## src/rtl/lpx_pkg.sv

```systemverilog
package lpx_pkg;
  typedef enum logic [1:0] {
    OP_READ  = 2'd0,
    OP_WRITE = 2'd1,
    OP_TRIM  = 2'd2,
    OP_READX = 2'd3
  } lpx_op_e;
endpackage

```

## src/rtl/lpx_alloc.sv

```systemverilog
module lpx_alloc #(
  parameter int NUM_BLOCKS      = 6,
  parameter int PAGES_PER_BLOCK = 4,
  localparam int BLK_W = $clog2(NUM_BLOCKS),
  localparam int PG_W  = $clog2(PAGES_PER_BLOCK)
) (
  input  logic             clk,
  input  logic             rst_n,
  input  logic             take,
  input  logic             erase_vld,
  input  logic [BLK_W-1:0] erase_blk,
  input  logic             erase_cnt_zero,
  output logic             grant,
  output logic [BLK_W-1:0] alloc_blk,
  output logic [PG_W-1:0]  alloc_pg,
  output logic             full,
  output logic             erase_accept
);
  localparam logic [PG_W:0] WP_END = (PG_W+1)'(PAGES_PER_BLOCK);

  logic [NUM_BLOCKS-1:0] erased;
  logic [BLK_W-1:0]      act_blk;
  logic [PG_W:0]         wptr;
  logic                  act_used_up;
  logic                  have_free;
  logic [BLK_W-1:0]      free_idx;

  function automatic logic [BLK_W-1:0] lowest_set(input logic [NUM_BLOCKS-1:0] v);
    logic [BLK_W-1:0] r;
    r = '0;
    for (int i = NUM_BLOCKS - 1; i >= 0; i--) if (v[i]) r = BLK_W'(i);
    return r;
  endfunction

  assign act_used_up  = (wptr == WP_END);
  assign have_free    = |erased;
  assign free_idx     = lowest_set(erased);
  assign grant        = take && (!act_used_up || have_free);
  assign alloc_blk    = act_used_up ? free_idx : act_blk;
  assign alloc_pg     = act_used_up ? '0 : wptr[PG_W-1:0];
  assign full         = act_used_up && !have_free;
  assign erase_accept = erase_vld && erase_cnt_zero && (int'(erase_blk) < NUM_BLOCKS)
                        && !erased[erase_blk] && (erase_blk != act_blk);

  always_ff @(posedge clk or negedge rst_n) begin
    if (!rst_n) begin
      erased  <= {{(NUM_BLOCKS-1){1'b1}}, 1'b0};
      act_blk <= '0;
      wptr    <= '0;
    end else begin
      for (int b = 0; b < NUM_BLOCKS; b++) begin
        if (erase_accept && erase_blk == BLK_W'(b)) erased[b] <= 1'b1;
        else if (grant && act_used_up && free_idx == BLK_W'(b)) erased[b] <= 1'b0;
      end
      if (grant) begin
        if (act_used_up) begin
          act_blk <= free_idx;
          wptr    <= (PG_W+1)'(1);
        end else begin
          wptr <= wptr + 1'b1;
        end
      end
    end
  end

  p_erase_clears_full_r8: assert property (@(posedge clk) disable iff (!rst_n)
    full && erase_accept |=> !full);
  p_wptr_bound_r2: assert property (@(posedge clk) disable iff (!rst_n)
    wptr <= WP_END);
  p_new_block_opens_r3: assert property (@(posedge clk) disable iff (!rst_n)
    grant && act_used_up |=> wptr == (PG_W+1)'(1) && act_blk == $past(free_idx));
endmodule

```

## src/rtl/lpx_valid_track.sv

```systemverilog
module lpx_valid_track #(
  parameter int NUM_BLOCKS      = 6,
  parameter int PAGES_PER_BLOCK = 4,
  localparam int BLK_W = $clog2(NUM_BLOCKS),
  localparam int PG_W  = $clog2(PAGES_PER_BLOCK),
  localparam int PPN_W = BLK_W + PG_W,
  localparam int CNT_W = $clog2(PAGES_PER_BLOCK + 1),
  localparam int PHYS  = NUM_BLOCKS * PAGES_PER_BLOCK
) (
  input  logic                        clk,
  input  logic                        rst_n,
  input  logic                        set_vld,
  input  logic [PPN_W-1:0]            set_ppn,
  input  logic                        clr_vld,
  input  logic [PPN_W-1:0]            clr_ppn,
  output logic [NUM_BLOCKS*CNT_W-1:0] cnt_flat
);
  logic [PHYS-1:0] pv;

  function automatic logic [CNT_W-1:0] step_cnt(input logic [CNT_W-1:0] c,
                                                input logic up, input logic down);
    return c + CNT_W'(up) - CNT_W'(down);
  endfunction

  for (genvar p = 0; p < PHYS; p++) begin : g_page
    always_ff @(posedge clk or negedge rst_n) begin
      if (!rst_n) pv[p] <= 1'b0;
      else if (set_vld && set_ppn == PPN_W'(p)) pv[p] <= 1'b1;
      else if (clr_vld && clr_ppn == PPN_W'(p)) pv[p] <= 1'b0;
    end
  end

  for (genvar b = 0; b < NUM_BLOCKS; b++) begin : g_blk
    logic [CNT_W-1:0] cnt;
    logic inc, dec;
    assign inc = set_vld && set_ppn[PPN_W-1:PG_W] == BLK_W'(b);
    assign dec = clr_vld && clr_ppn[PPN_W-1:PG_W] == BLK_W'(b);
    always_ff @(posedge clk or negedge rst_n) begin
      if (!rst_n) cnt <= '0;
      else        cnt <= step_cnt(cnt, inc, dec);
    end
    assign cnt_flat[b*CNT_W +: CNT_W] = cnt;

    p_cnt_matches_bits_r10: assert property (@(posedge clk) disable iff (!rst_n)
      int'(cnt) == $countones(pv[b*PAGES_PER_BLOCK +: PAGES_PER_BLOCK]));
    p_cnt_bound_r10: assert property (@(posedge clk) disable iff (!rst_n)
      int'(cnt) <= PAGES_PER_BLOCK);
  end

  p_write_fresh_page_r2: assert property (@(posedge clk) disable iff (!rst_n)
    set_vld |-> !pv[set_ppn]);
  p_clear_was_valid_r4: assert property (@(posedge clk) disable iff (!rst_n)
    clr_vld |-> pv[clr_ppn]);
endmodule

```

## src/rtl/lpage_xlate.sv

```systemverilog
module lpage_xlate #(
  parameter int LOG_PAGES       = 16,
  parameter int NUM_BLOCKS      = 6,
  parameter int PAGES_PER_BLOCK = 4,
  localparam int LPN_W = $clog2(LOG_PAGES),
  localparam int BLK_W = $clog2(NUM_BLOCKS),
  localparam int PG_W  = $clog2(PAGES_PER_BLOCK),
  localparam int PPN_W = BLK_W + PG_W,
  localparam int CNT_W = $clog2(PAGES_PER_BLOCK + 1)
) (
  input  logic             clk,
  input  logic             rst_n,
  input  logic             req_valid,
  input  logic [1:0]       req_op,
  input  logic [LPN_W-1:0] req_lpn,
  input  logic             erase_valid,
  input  logic [BLK_W-1:0] erase_blk,
  input  logic [BLK_W-1:0] q_blk,
  output logic             rsp_valid,
  output logic             rsp_ok,
  output logic [PPN_W-1:0] rsp_ppn,
  output logic             full,
  output logic [CNT_W-1:0] q_cnt
);
  import lpx_pkg::*;

  logic [PPN_W-1:0]            map_ppn [LOG_PAGES];
  logic [LOG_PAGES-1:0]        map_vld;
  logic [NUM_BLOCKS*CNT_W-1:0] cnt_flat;
  logic                        is_wr, is_trim, old_vld, grant, erase_accept;
  logic [PPN_W-1:0]            old_ppn, new_ppn;
  logic [BLK_W-1:0]            alloc_blk;
  logic [PG_W-1:0]             alloc_pg;
  logic                        set_vld, clr_vld;

  function automatic logic [CNT_W-1:0] cnt_of(input logic [NUM_BLOCKS*CNT_W-1:0] f,
                                              input logic [BLK_W-1:0] blk);
    if (int'(blk) >= NUM_BLOCKS) return '0;
    return f[int'(blk)*CNT_W +: CNT_W];
  endfunction

  assign is_wr   = req_valid && lpx_op_e'(req_op) == OP_WRITE;
  assign is_trim = req_valid && lpx_op_e'(req_op) == OP_TRIM;
  assign old_vld = map_vld[req_lpn];
  assign old_ppn = map_ppn[req_lpn];
  assign new_ppn = {alloc_blk, alloc_pg};
  assign set_vld = grant;
  assign clr_vld = (grant || is_trim) && old_vld;
  assign q_cnt   = cnt_of(cnt_flat, q_blk);

  lpx_alloc #(.NUM_BLOCKS(NUM_BLOCKS), .PAGES_PER_BLOCK(PAGES_PER_BLOCK)) alloc_i (
    .clk(clk), .rst_n(rst_n), .take(is_wr), .erase_vld(erase_valid),
    .erase_blk(erase_blk), .erase_cnt_zero(cnt_of(cnt_flat, erase_blk) == '0),
    .grant(grant), .alloc_blk(alloc_blk), .alloc_pg(alloc_pg), .full(full),
    .erase_accept(erase_accept));

  lpx_valid_track #(.NUM_BLOCKS(NUM_BLOCKS), .PAGES_PER_BLOCK(PAGES_PER_BLOCK)) track_i (
    .clk(clk), .rst_n(rst_n), .set_vld(set_vld), .set_ppn(new_ppn),
    .clr_vld(clr_vld), .clr_ppn(old_ppn), .cnt_flat(cnt_flat));

  always_ff @(posedge clk or negedge rst_n) begin
    if (!rst_n) begin
      map_vld   <= '0;
      for (int i = 0; i < LOG_PAGES; i++) map_ppn[i] <= '0;
      rsp_valid <= 1'b0;
      rsp_ok    <= 1'b0;
      rsp_ppn   <= '0;
    end else begin
      rsp_valid <= req_valid;
      if (req_valid) begin
        if (is_wr) begin
          rsp_ok  <= grant;
          rsp_ppn <= grant ? new_ppn : '0;
        end else begin
          rsp_ok  <= old_vld;
          rsp_ppn <= old_vld ? old_ppn : '0;
        end
      end
      if (grant) begin
        map_vld[req_lpn] <= 1'b1;
        map_ppn[req_lpn] <= new_ppn;
      end else if (is_trim) begin
        map_vld[req_lpn] <= 1'b0;
      end
    end
  end

  p_resp_follows_req_r9: assert property (@(posedge clk) disable iff (!rst_n)
    req_valid |=> rsp_valid);
  p_no_spurious_resp_r9: assert property (@(posedge clk) disable iff (!rst_n)
    !req_valid |=> !rsp_valid);
  p_full_rejects_r7: assert property (@(posedge clk) disable iff (!rst_n)
    is_wr && full |=> rsp_valid && !rsp_ok);
  p_trim_miss_r5: assert property (@(posedge clk) disable iff (!rst_n)
    is_trim && !old_vld |=> !rsp_ok && rsp_ppn == '0);
endmodule

```

## config.mk

```make
export PLATFORM = sky130hd
export DESIGN_NAME = lpage_xlate
export DESIGN_NICKNAME = d
export VERILOG_FILES = /design/src/rtl/lpx_pkg.sv /design/src/rtl/lpx_alloc.sv /design/src/rtl/lpx_valid_track.sv /design/src/rtl/lpage_xlate.sv
export SDC_FILE = /design/constraint.sdc
export NUM_CORES = 1
export LEC_CHECK = 0
export BUFFER_PORTS_ARGS = -buffer_cell sky130_fd_sc_hd__buf_2
export CORE_ASPECT_RATIO = 2
export CORE_UTILIZATION = 65
export CTS_BUF_LIST = sky130_fd_sc_hd__clkbuf_2 sky130_fd_sc_hd__clkbuf_4 sky130_fd_sc_hd__clkbuf_8
export CTS_CLUSTER_DIAMETER = 30
export DETAILED_ROUTE_END_ITERATION = 12
export GPL_TIMING_DRIVEN = 0
export PLACE_DENSITY = 0.83
export RECOVER_POWER = 25
export SLEW_MARGIN = 10
export SYNTH_ARGS = -nofsm -noshare
export SYNTH_HDL_FRONTEND = slang
export SYNTH_SLANG_ARGS = --single-unit
```

## constraint.sdc

```tcl
create_clock -name clk -period 7.2 [get_ports clk]
set_input_delay 1.08 -clock clk [delete_from_list [all_inputs] [get_ports clk]]
set_output_delay 1.08 -clock clk [all_outputs]
set_load 0.01 [all_outputs]
```

==> out/metrics.cfg <==
[pwr]
power.switching_uw=845.8
clkPwrFrac=0.255
p_comb_frac=0.284
peakVddDrop_uv=262.5
p_leak_nw=3.364
p_seq_frac=0.461
p_int_mw=1.559
power_density_mw_per_mm2=324.8
netSwitchingFraction=0.3517

[place]
place.gp.congestion=0.8970
port_buffers=22
dp_hpwl_mm=12.56

[clock_tree]
cts.htree.levels=4
clock_sinks=133
cts-buffers-inserted=17
clkTransAtPathRegs_ns=0.08
clockRootBuffer=clkbuf_8
cts_setup_buffers=0
cts_tree=built
holdBufCountCts=0
clockBufferDepth=2
clk-insertion-delay-late_ns=0.46
cts.repair.resized=0

[synthesis]
yosys_most_used_dff=dfrtp_1
seq_area_frac_synth=0.4965
synth_top_area_share=0.4769
syn_nets=647
synth_top_area_cell=dfrtp_1
synth-edff-count=0
synth_async_sr_flop_share=1.000
synthTopCellsByArea=dfrtp_1, mux4_2, o21ai_0, nand2_1, nor2_1
yosysWarnings=0
syn-instance-count=611
synth_area_sq_mm=0.006716
ys_ff_latch=133
synth_cell_types=63
synth.avg_cell_area_sq_um=10.99

[floorplanning]
die_x_microns=73.88
start_util=0.6660
pin_count=27
core_area_sq_mm=0.01008
rows=52
die_y_microns=145.8
die-area_sq_mm=0.01077

[detailed_routing]
drcViolationCount=0
wl_per_cell_microns=21.11
detail-route-antenna-nets=0
wl_mm=16.91
viasPerCell=6.292
firstDrtPassIters=5
vias=5040
drt_iter0_drc=320

[finish]
drive_gt1_frac=0.2087
seqCellArea_sq_mm=0.003334
multiInputGateArea_sq_mm=0.003050
antenna_cells=0
fin_nets=689
synthToLayoutAreaGrowth_pct=10.25
fillCellCount=690

[setup_path]
path_max_fanout=10
crit_type=input port to flip-flop
end_kind=flip-flop
critPathRequiredTime_ns=7.57
worstPathArrival_ns=4.36
startpoint_type=input port

[timing]
grt_setup_unrepaired=false
finalCritPeriodShare=0.5536
slew-limit-headroom=-0.5840
max_freq_mhz=250.9
finalSetupTns_ns=0
setup_viol=0
layout_min_cycle_time_ns=3.986
final_hold_viol_count=0
clock_skew_ns=0.01617
holdWs_ns=0.4831
drv_slew=44
worst_slew_pin_slew_ns=2.376

[grt]
grt_max_degree=91
grt_use_total=0.3512
grt_util_met3=0.08864
grt_pass1_vias=5531
grt_first_pass_wirelength_mm=27.21
top_usage_layer=met2
antenna_found_initial=0
use_met2=0.6037
use_met1=0.3422
gr-total-overflow=0

[outcome]
outcome=complete, but fails checks
violations=capacitance limit, slew limit

[worst_hold_path]
hold_path.class=flip-flop to flip-flop

[job]
maxCapViolCount=1

## critical path, cell delays in order
cell and delay [ns]:
buf_2 0.28, buf_4 0.31, mux4_2 0.52, a221oi_1 0.54, nand2_1 0.15, nor2_1 0.19
ha_1 0.26, inv_1 0.06, ha_1 0.15, inv_1 0.06, fa_1 0.41, xnor2_1 0.19
xnor2_1 0.14
## final cells by class
type / instances / area share
buffer: 31 / 0.02704
inverter: 35 / 0.01774
timing repair buffer: 23 / 0.01842
multi-input combinational: 412 / 0.4120
tap: 135 / 0.02281
sequential: 133 / 0.4503
clock buffer: 19 / 0.03363
clock inverter: 13 / 0.01808
## synthesized netlist by cell type, types with 4 or more instances
| cell | count |
|---|---|
| dfrtp_1 | 128 |
| nand2_1 | 72 |
| o21ai_0 | 70 |
| nor2_1 | 54 |
| inv_1 | 35 |
| mux4_2 | 28 |
| a21oi_1 | 27 |
| nand2b_1 | 15 |
| ha_1 | 14 |
| clkbuf_1 | 13 |
| nand3_1 | 13 |
| mux2_2 | 12 |
| xnor2_1 | 11 |
| buf_2 | 9 |
| mux2i_1 | 7 |
| fa_1 | 6 |
| nand4_1 | 6 |
| a22oi_1 | 5 |
| clkbuf_8 | 5 |
| dfstp_2 | 5 |
| nor2b_1 | 5 |
| mux2_4 | 4 |
| nor3_2 | 4 |
## through the flow
stage                     setup WS [ns]  power (mW)  cells  utilization  instance area [sq um]
after detailed placement          2.747       1.790    769       0.6970                   7029
final                             3.214       2.405    801       0.7342                   7405
after floorplan                   3.301       1.557    611            -                   6716
after global routing              2.932       2.536    801       0.7342                   7405
after CTS                         3.211       2.396    801       0.7350                   7412
after global placement            2.833       1.723    768       0.6937                   6995
## final timing paths
path / from / end / slack (ns) / cells after the start
setup / recovery: req_lpn[0] / track_i.g_blk[0].cnt[2] / 3.21 / 13
max in group asynchronous: rst_n / map_ppn[38] / 4.50 / 1
setup reg to reg: alloc_i.erased[2] / track_i.g_blk[0].cnt[2] / 3.52 / 13
hold / removal: map_ppn[58] / map_ppn[58] / 0.48 / 2
min in group asynchronous: rst_n / rsp_ppn[0] / 1.34 / 1
hold reg to reg: map_ppn[58] / map_ppn[58] / 0.48 / 2
## power groups by stage
stage,clock network [mW],logic (mW),registers [mW]
2_1_floorplan,0,0.499,1.06
3_3_place_gp,0,0.626,1.10
3_5_place_dp,0,0.678,1.11
4_1_cts,0.617,0.679,1.10
5_1_grt,0.649,0.761,1.13
6_report,0.614,0.683,1.11
## per-layer routing
metal	up-vias	share of wire
met5	-	0
met4	0	0.078
met3	86	0.051
met2	216	0.56
met1	2511	0.31
li1	2227	-
## cell usage in the layout, fill, tap and decap left out, types with 4 or more instances in the layout
cell | netlist | layout
nand2b_1 | 15 | 15
buf_2 | 9 | 30
mux4_2 | 28 | 28
clkbuf_8 | 5 | 22
mux2i_1 | 7 | 7
fa_1 | 6 | 6
nand3_1 | 13 | 13
dfrtp_1 | 128 | 128
nor3_2 | 4 | 4
ha_1 | 14 | 14
xnor2_1 | 11 | 11
a21oi_1 | 27 | 27
clkinv_2 | 0 | 5
nand2_1 | 72 | 72
clkbuf_1 | 13 | 14
inv_1 | 35 | 35
dfstp_2 | 5 | 5
o21ai_0 | 70 | 70
mux2_4 | 4 | 4
nor2b_1 | 5 | 5
mux2_2 | 12 | 12
nor2_1 | 54 | 54
nand4_1 | 6 | 6
a22oi_1 | 5 | 5
## kinds of logic (layout without fill, tap and decap cells)
| group | Yosys count | in the layout | share of synthesized area |
|---|---|---|---|
| and+or+nand+nor | 197 | 197 | 0.1438 |
| DFF | 133 | 133 | 0.4965 |
| xor gates and xnor gates | 14 | 14 | 0.01826 |
| AOI/OAI and AO/OA | 130 | 130 | 0.1148 |
| buffers and inverters | 66 | 121 | 0.04937 |
| adders and majority gates | 20 | 20 | 0.04397 |
| muxes | 51 | 51 | 0.1334 |
Note: power is estimated with default switching activity, not from simulation.
